File: src/rtl/qrep_pkg.sv
package qrep_pkg;
  localparam int LANES  = 16;
  localparam int BYTE_W = 8;
  localparam int QW     = LANES * BYTE_W;
  localparam int ADDR_W = 64;
  localparam int LIDX_W = $clog2(LANES);

  typedef enum logic [1:0] {ST_IDLE, ST_REQ, ST_WAIT, ST_DONE} ld_state_e;

  typedef struct packed {
    logic       legal;
    logic       sp_base;
    logic [4:0] zt;
  } ld_dec_t;
endpackage

File: src/rtl/qrep_decode.sv
module qrep_decode
  import qrep_pkg::*;
(
  input  logic [31:0] instr,
  output ld_dec_t     dec
);
  localparam logic [10:0] OPC_HI  = 11'b10100100000;
  localparam logic [2:0]  OPC_MID = 3'b000;
  localparam logic [4:0]  REG_31  = 5'd31;

  logic [4:0] idx_reg;
  logic [4:0] base_reg;
  logic [2:0] unused_pg;

  always_comb begin
    idx_reg     = instr[20:16];
    base_reg    = instr[9:5];
    unused_pg   = instr[12:10];
    dec.legal   = (instr[31:21] == OPC_HI) && (instr[15:13] == OPC_MID)
                  && (idx_reg != REG_31);
    dec.sp_base = (base_reg == REG_31);
    dec.zt      = instr[4:0];
  end
endmodule

File: src/rtl/qrep_lane_pick.sv
module qrep_lane_pick
  import qrep_pkg::*;
(
  input  logic [LANES-1:0]  mask,
  output logic [LIDX_W-1:0] lane,
  output logic              any
);
  always_comb begin
    lane = '0;
    any  = 1'b0;
    for (int i = LANES - 1; i >= 0; i--) begin
      if (mask[i]) begin
        lane = LIDX_W'(i);
        any  = 1'b1;
      end
    end
  end
endmodule

File: src/rtl/qrep_replicate.sv
module qrep_replicate
  import qrep_pkg::*;
#(
  parameter int VL = 256
) (
  input  logic [QW-1:0] quad,
  output logic [VL-1:0] wide
);
  localparam int COPIES = VL / QW;

  for (genvar k = 0; k < COPIES; k++) begin : g_copy
    assign wide[k*QW +: QW] = quad;
  end
endmodule

File: src/rtl/qrep_load_unit.sv
module qrep_load_unit
  import qrep_pkg::*;
#(
  parameter int VL = 256
) (
  input  logic              clk,
  input  logic              rst_n,
  input  logic              cmd_valid,
  output logic              cmd_ready,
  input  logic [31:0]       cmd_instr,
  input  logic [63:0]       cmd_base,
  input  logic [63:0]       cmd_index,
  input  logic [VL/8-1:0]   cmd_pred,
  output logic              mem_req_valid,
  input  logic              mem_req_ready,
  output logic [63:0]       mem_req_addr,
  input  logic              mem_rsp_valid,
  input  logic [7:0]        mem_rsp_data,
  output logic              wb_valid,
  output logic [4:0]        wb_reg,
  output logic [VL-1:0]     wb_data,
  output logic              undef_flag,
  output logic              sp_align_chk
);
  localparam int PL = VL / 8;

  ld_dec_t           dec;
  ld_state_e         state_q;
  logic [ADDR_W-1:0] start_q;
  logic [LANES-1:0]  remain_q;
  logic [LANES-1:0]  remain_nx;
  logic [QW-1:0]     quad_q;
  logic [4:0]        zt_q;
  logic              undef_q;
  logic              align_q;
  logic [LIDX_W-1:0] lane;
  logic              lane_any;
  logic [LANES-1:0]  pred_lo;
  logic              accept;

  assign pred_lo = cmd_pred[LANES-1:0];

  if (PL > LANES) begin : g_hi
    logic unused_pred_hi;
    assign unused_pred_hi = ^cmd_pred[PL-1:LANES];
  end

  qrep_decode u_dec (
    .instr (cmd_instr),
    .dec   (dec)
  );

  qrep_lane_pick u_pick (
    .mask (remain_q),
    .lane (lane),
    .any  (lane_any)
  );

  qrep_replicate #(.VL(VL)) u_rep (
    .quad (quad_q),
    .wide (wb_data)
  );

  assign cmd_ready     = (state_q == ST_IDLE);
  assign accept        = cmd_valid && cmd_ready;
  assign mem_req_valid = (state_q == ST_REQ);
  assign mem_req_addr  = start_q + ADDR_W'(lane);
  assign wb_valid      = (state_q == ST_DONE);
  assign wb_reg        = zt_q;
  assign undef_flag    = undef_q;
  assign sp_align_chk  = align_q;

  always_comb begin
    remain_nx       = remain_q;
    remain_nx[lane] = 1'b0;
  end

  always_ff @(posedge clk) begin
    if (!rst_n) begin
      state_q  <= ST_IDLE;
      start_q  <= '0;
      remain_q <= '0;
      quad_q   <= '0;
      zt_q     <= '0;
      undef_q  <= 1'b0;
      align_q  <= 1'b0;
    end else begin
      undef_q <= 1'b0;
      align_q <= 1'b0;
      unique case (state_q)
        ST_IDLE: begin
          if (accept) begin
            if (!dec.legal) begin
              undef_q <= 1'b1;
            end else begin
              start_q  <= cmd_base + cmd_index;
              remain_q <= pred_lo;
              quad_q   <= '0;
              zt_q     <= dec.zt;
              align_q  <= dec.sp_base;
              state_q  <= (pred_lo == '0) ? ST_DONE : ST_REQ;
            end
          end
        end
        ST_REQ: begin
          if (mem_req_ready) state_q <= ST_WAIT;
        end
        ST_WAIT: begin
          if (mem_rsp_valid) begin
            quad_q[{lane, 3'b000} +: BYTE_W] <= mem_rsp_data;
            remain_q <= remain_nx;
            state_q  <= (remain_nx == '0) ? ST_DONE : ST_REQ;
          end
        end
        default: state_q <= ST_IDLE;
      endcase
    end
  end

  AST_REQ_HOLD: assert property (@(posedge clk) disable iff (!rst_n)
    (mem_req_valid && !mem_req_ready) |=> (mem_req_valid && $stable(mem_req_addr)));
  AST_RSP_WHEN_WAITING: assert property (@(posedge clk) disable iff (!rst_n)
    mem_rsp_valid |-> (!mem_req_valid && !cmd_ready));
  AST_REQ_LANE_ACTIVE: assert property (@(posedge clk) disable iff (!rst_n)
    mem_req_valid |-> (lane_any && remain_q[lane]));
  AST_UNDEF_QUIET: assert property (@(posedge clk) disable iff (!rst_n)
    undef_flag |-> (!mem_req_valid && !wb_valid && !sp_align_chk));
  AST_WB_PULSE: assert property (@(posedge clk) disable iff (!rst_n)
    wb_valid |=> !wb_valid);
  AST_EMPTY_MASK_DONE: assert property (@(posedge clk) disable iff (!rst_n)
    (accept && dec.legal && pred_lo == '0) |=> (wb_valid && wb_data == '0));
endmodule

File: config.mk
export PLATFORM = sky130hd
export DESIGN_NAME = qrep_load_unit
export DESIGN_NICKNAME = d
export VERILOG_FILES = /design/src/rtl/qrep_pkg.sv /design/src/rtl/qrep_decode.sv /design/src/rtl/qrep_lane_pick.sv /design/src/rtl/qrep_replicate.sv /design/src/rtl/qrep_load_unit.sv
export SDC_FILE = /design/constraint.sdc
export NUM_CORES = 1
export LEC_CHECK = 0
export ABC_AREA = 0
export CAP_MARGIN = 15
export CORE_AREA = 3 3 208 210
export DETAILED_ROUTE_END_ITERATION = 16
export DIE_AREA = 0 0 211 213
export DONT_BUFFER_PORTS = 1
export GPL_TIMING_DRIVEN = 0
export HOLD_SLACK_MARGIN = 0.02
export PLACE_DENSITY_LB_ADDON = 0.1
export SYNTH_ARGS = -nofsm -noshare
export SYNTH_HDL_FRONTEND = slang
export SYNTH_SLANG_ARGS = --single-unit
File: constraint.sdc
create_clock -name clk -period 4.59 [get_ports clk]
set_input_delay 0.6885 -clock clk [delete_from_list [all_inputs] [get_ports clk]]
set_output_delay 0.6885 -clock clk [all_outputs]
set_load 0.02 [all_outputs]
==> results.cfg, run 1 <==
[floorplanning]
coreArea_um2 = 41760
fp.dieW_um = 211
initial_utilization = 0.3467
fp-row-count = 75
dieArea_um2 = 44940
pin_count = 535
die_h_um = 213

[clock_network]
clkTransAtPathRegs_ns = 0.06
cts_root_buf = clkbuf_16
cts_num_sinks = 217
cts_max_level = 1
ctsLongestPathBuffers = 3
clk_latency_ns = 0.53
cts_buffers = 25
cts_tree = done

[grt]
grt_first_pass_wirelength_um = 80760
grt_remaining_overflow = 0
grt_pass1_vias = 13190
antenna_found_initial = 2
grt_usage = 0.2313
grt_max_degree = 14

[status]
status = completed

[routing]
drcViolationCount = 0
dr.pass1.iters = 5
drtIter0Drc = 846
ant_nets = 0
wl_um = 55490
via_per_inst = 5.547
vias = 13450
wl_per_cell_um = 22.89

[final_layout]
area_growth_syn_to_layout_pct = 18.49
fillers = 4260
drive_gt1_frac = 0.1714
fin_nets = 2145
largest_reg_flops = 128
largest_register = quad_q
fin_util = 0.4108
largest_registers = quad_q (128), start_q (64), remain_q (16)

[synthesis]
synth_seq_area_share = 0.3001
synth_top_area_frac = 0.3001
yosysWarnings = 0
synth_edf_count = 0
synthTopCellsByArea = dfxtp_1, buf_4, ha_1
synth_area_um2 = 14480
synth_cells = 1808
ys_seq_elements = 217
synth_top_flop_cell = dfxtp_1
yosysTopAreaCell = dfxtp_1
synth-async-reset-ratio = 0
netlist_top_cells_count = nand2_1, dfxtp_1, buf_4
yosysMostFrequentCell = nand2_1
syn-num-nets = 2087
ys_types = 81
avgSynthCellArea_um2 = 8.007

[min_path]
hp-class = in -> reg
holdPathStages = 2
worstHoldEndpoint = undef_flag
holdCritStartpoint = cmd_valid

[placed_design]
hpwl_um = 43910
io_buffers = 0
gp_congestion = 0.8351

[critical_path]
rr_startpoint = remain_q[15]
path_max_fanout = 5
required_ns = 3.90
path_class = reg -> out
r2r_cells = 16
cp.arrival_ns = 3.88
rrSetupSlack_ns = 0.67
cp-start-kind = flip-flop
endpoint_kind = output pin
r2r-end = quad_q[110]

[power_and_ir_drop]
pwr-share-comb = 0.144
leakage_nw = 6.885
clock_power_share = 0.451
vdd_drop_max_mv = 0.1921
p_sw_mw = 1.265
p_seq_frac = 0.405
p_sw_frac = 0.2721
powerDensity_nw_per_um2 = 271.1
p_int_mw = 3.385
power_mw = 4.651

[sta]
finalCritPeriodShare = 0.9956
timing.fmax_ghz = 0.2188
setup_violations = 0
slew_viol_final = 0
timing.hold.ws_ns = 0.2862
worst_pin_slew_ns = 1.093
fin_crit_ns = 4.570
slew_headroom = 0.2646
rsz0062_at_grt = true
fin_skew_ns = 0.01101
hold_viol = 0

[job]
cap_violations = 0
## layout make-up
class,count,area (µm²),share of cell area
multi-input cells,1317,9468,0.5520
flip-flops and latches,217,4363,0.2544
plain buffers,231,1370,0.07987
clock buffers,34,709.4,0.04136
well taps,539,674.4,0.03932
repair buffers,31,252.7,0.01473
inverters,43,166.4,0.009702
clock inverters,11,146.4,0.008535
diodes,1,2.502,0.0001459
## metrics by stage
stage	std cells	worst slack, ns	instance area [µm²]	TNS, ns
5_1_grt	2423	-0.1759	17150	-2.713
3_5_place_dp	2350	-0.4959	15190	-7.261
2_1_floorplan	1808	0.4857	14480	0
6_report	2424	0.02015	17150	0
3_3_place_gp	2347	-0.5169	15150	-6.968
4_1_cts	2416	-0.1301	16750	-1.112
## placed cells by master, fill, tap and decap left out, types with 13 or more instances in the layout
cell	count
o21a_1	21
a32oi_1	14
nor3_1	29
nor2_1	60
and2_1	58
and3_1	25
a21boi_1	20
a21o_1	38
nand3_1	48
inv_1	40
a21boi_0	23
buf_1	13
nand4_1	38
o21ai_1	19
a21oi_1	104
xor2_1	25
xnor2_1	55
ha_1	70
clkbuf_1	83
dfxtp_1	210
a32o_1	62
buf_4	155
o21ai_0	108
xnor2_2	14
o21bai_1	14
nand2_1	227
nor2b_1	21
clkbuf_16	25
## what timing repair did
| item | 4_1_cts | 5_1_grt |
|---|---|---|
| pin swaps | 27 | 26 |
| endpoints found under the hold margin | 0 | 0 |
| hold buffers | 0 | 0 |
| resized for setup | 91 | 52 |
| setup buffers | 21 | 7 |
| endpoints found under the setup margin | 58 | 49 |
## worst max-delay path, stage by stage, from the launching register on
cell and delay, ns:
dfxtp_4 0.36, nor2_4 0.10, o31ai_1 0.07, a211oi_1 0.31
nor3_2 0.09, o31ai_4 0.21, inv_2 0.10, ha_4 0.26
a21o_1 0.17, a31oi_4 0.12, o31ai_4 0.26, and2_4 0.21
nand2_4 0.05, or2_1 0.23, buf_6 0.14, nor2_8 0.15
buf_12 0.16, nand3_4 0.10, xnor2_4 0.25
## per-layer routing
metal,GRT usage,part of all wire
met5,0,0.00023
met3,0.05451,0.071
met1,0.2684,0.39
met4,0.05658,0.025
met2,0.4296,0.51
## how the worst max path moves through the flow
stage	start	to	slack, ns	cells after the start
after floorplan	remain_q[10]	mem_req_addr[57]	0.49	18
after global placement	remain_q[15]	mem_req_addr[62]	-0.52	19
after detailed placement	remain_q[15]	mem_req_addr[62]	-0.50	19
after CTS	remain_q[15]	mem_req_addr[49]	-0.13	18
after global routing	remain_q[15]	mem_req_addr[63]	-0.18	18
final	remain_q[15]	mem_req_addr[51]	0.02	18
## kinds of logic (layout without fill, tap and decap cells)
family                     Yosys count  count (layout)  share of synthesized area
and+or+nand+nor                    584             584                     0.1966
xor gates and xnor gates           124             124                    0.07502
buffers and inverters              274             350                     0.1053
adders and majority gates           74              74                    0.06500
AOI/OAI and AO/OA                  529             529                     0.2538
other                                0               1                          0
DFF                                217             217                     0.3001
muxes                                6               6                   0.004149
## power by group through the flow
stage | clock network (mW) | registers [mW] | logic, mW
global route | 2.22 | 1.88 | 0.743
CTS | 2.14 | 1.88 | 0.672
global placement | 0 | 1.93 | 0.669
detailed placement | 0 | 1.93 | 0.666
finish | 2.10 | 1.88 | 0.670
floorplan | 0 | 1.93 | 0.497
(Power assumes the default switching activity.)
==> run 2, diff against run 1 <==
Settings changed: CORE_AREA 3 3 208 210 to 3 3 206 208, DIE_AREA 0 0 211 213 to 0 0 209 211, GPL_TIMING_DRIVEN 0 to unset.
==> results.cfg, run 2 (same netlist as run 1, synthesis figures left out) <==
[clock_network]
cts_root_buf = clkbuf_16
clkTransAtPathRegs_ns = 0.06
cts_tree = done
ctsLongestPathBuffers = 3
cts_max_level = 1
cts_num_sinks = 217
clk_latency_ns = 0.54
cts_buffers = 26

[power_and_ir_drop]
p_int_mw = 3.395
pwr-share-comb = 0.138
vdd_drop_max_mv = 0.2348
powerDensity_nw_per_um2 = 291.2
clock_power_share = 0.453
p_sw_mw = 1.215
leakage_nw = 6.163
p_seq_frac = 0.409
p_sw_frac = 0.2637

[grt]
grt_first_pass_wirelength_um = 76800
grt_max_degree = 162
grt_pass1_vias = 12410
grt_remaining_overflow = 0
grt_usage = 0.2211
antenna_found_initial = 2

[routing]
vias = 12630
dr.pass1.iters = 5
wl_per_cell_um = 23.21
via_per_inst = 5.624
drcViolationCount = 0
wl_um = 52140
drtIter0Drc = 795
ant_nets = 0

[floorplanning]
die_h_um = 211
pin_count = 535
initial_utilization = 0.3553
fp.dieW_um = 209
coreArea_um2 = 40740
fp-row-count = 74
dieArea_um2 = 44100

[placed_design]
io_buffers = 0
gp_congestion = 0.8489
dpl.cell_count = 2180
hpwl_um = 40170

[final_layout]
area_growth_syn_to_layout_pct = 9.369
largest_register = quad_q
final_cell_mix = nand2_1, dfxtp_1, o21ai_0
stdcell_count = 2246
fin_nets = 1977
largest_registers = quad_q (128), start_q (64), remain_q (16)
n_antenna_cell = 0
final_common_cell = nand2_1
largest_reg_flops = 128
drive_gt1_frac = 0.1301
fin_util = 0.3886
fillers = 4249

[critical_path]
r2r_cells = 16
r2r-end = quad_q[36]
path_class = reg -> out
crit_slowest_cell = fa_2
cp.arrival_ns = 3.78
endpoint_kind = output pin
crit_chain = nor2b_4 -> o21bai_1 -> a21oi_1 -> o21bai_1 -> a21oi_2 -> o21a_1 -> nor2_2 -> inv_2 -> ha_4 -> fa_2 -> a31oi_2 -> nor3_2 -> nor2_2 -> nor2b_2 -> nand2_2 -> nor3_4 -> buf_6 -> nand2_2 -> xnor2_2 -> buf_4
cp-start-kind = flip-flop
slowest_delay_ns = 0.39
rr_startpoint = remain_q[15]
required_ns = 3.90
path_max_fanout = 5
rrSetupSlack_ns = 0.74

[sta]
timing.fmax_ghz = 0.2235
fin_skew_ns = 0.01917
hold_viol = 0
timing.hold.ws_ns = 0.2749
setup_tns_ns = 0
setup_violations = 0
slew_headroom = 0.2321
rsz0062_at_grt = true
finalCritPeriodShare = 0.9746
worst_pin_slew_ns = 1.152
slew_viol_final = 0
fin_crit_ns = 4.473

[min_path]
worstHoldEndpoint = undef_flag
holdPathStages = 2
hp-class = in -> reg
holdCritStartpoint = cmd_valid

[job]
cap_violations = 0

[status]
status = completed
-- run 2: per-stage QoR --
step                area, µm²  setup WS, ns  total power, mW
CTS                     15440      -0.03028            4.667
floorplan               14480        0.4857            2.423
global placement        14360        0.2209            2.564
finish                  15830        0.1167            4.610
detailed placement      14360        0.1553            2.561
global route            15830       -0.1127            4.794
-- run 2: timing repair --
| action | in CTS | in global routing |
|---|---|---|
| cloned | 0 | 0 |
| buffers inserted | 14 | 6 |
| gates resized for setup | 28 | 59 |
| setup endpoints to repair | 40 | 40 |
| hold buffers | 0 | 0 |
| pin swaps | 17 | 25 |
| hold endpoints to repair | 0 | 0 |
-- run 2: worst max path at each step --
stage                      start          endpoint  slack (ns)  cells after the start
finish              remain_q[15]  mem_req_addr[50]        0.12                     20
global placement    remain_q[15]  mem_req_addr[55]        0.22                     19
CTS                 remain_q[14]  mem_req_addr[63]       -0.03                     18
detailed placement  remain_q[15]  mem_req_addr[55]        0.16                     19
global route        remain_q[15]  mem_req_addr[60]       -0.11                     20
floorplan           remain_q[10]  mem_req_addr[57]        0.49                     18
-- run 2: routing by layer --
metal / vias to the layer above / global-route usage / share of wire
li1: 6144 / - / -
met1: 5999 / 0.2630 / 0.41
met2: 414 / 0.4001 / 0.50
met3: 73 / 0.05094 / 0.063
met4: 2 / 0.06097 / 0.028
met5: - / 0 / 0.00031
-- run 2: power by group through the flow --
stage	Sequential [mW]	Combinational, mW	Clock (mW)
finish	1.88	0.638	2.09
global route	1.88	0.707	2.20
CTS	1.88	0.639	2.14
detailed placement	1.93	0.635	0
global placement	1.93	0.637	0
floorplan	1.93	0.497	0
-- run 2: worst max-delay path: cells and delay by family, from the launching register on --
kind                     cells  cell delay (ns)
adder cells (fa/ha/maj)      2             0.56
AND/OR/NAND/NOR              8             0.92
buffers and inverters        3             0.38
XOR/XNOR                     1             0.11
AO/OA/AOI/OAI                6             0.91
flip-flops                   1             0.36
-- run 2: layout make-up --
cell class	count	area [µm²]	area share
inverter	43	161.4	0.01019
multi-input combinational	1317	9052	0.5718
sequential	217	4354	0.2750
timing repair buffer	93	739.5	0.04670
clock inverter	7	96.34	0.006085
tap	532	665.6	0.04204
clock buffer	37	763.2	0.04821
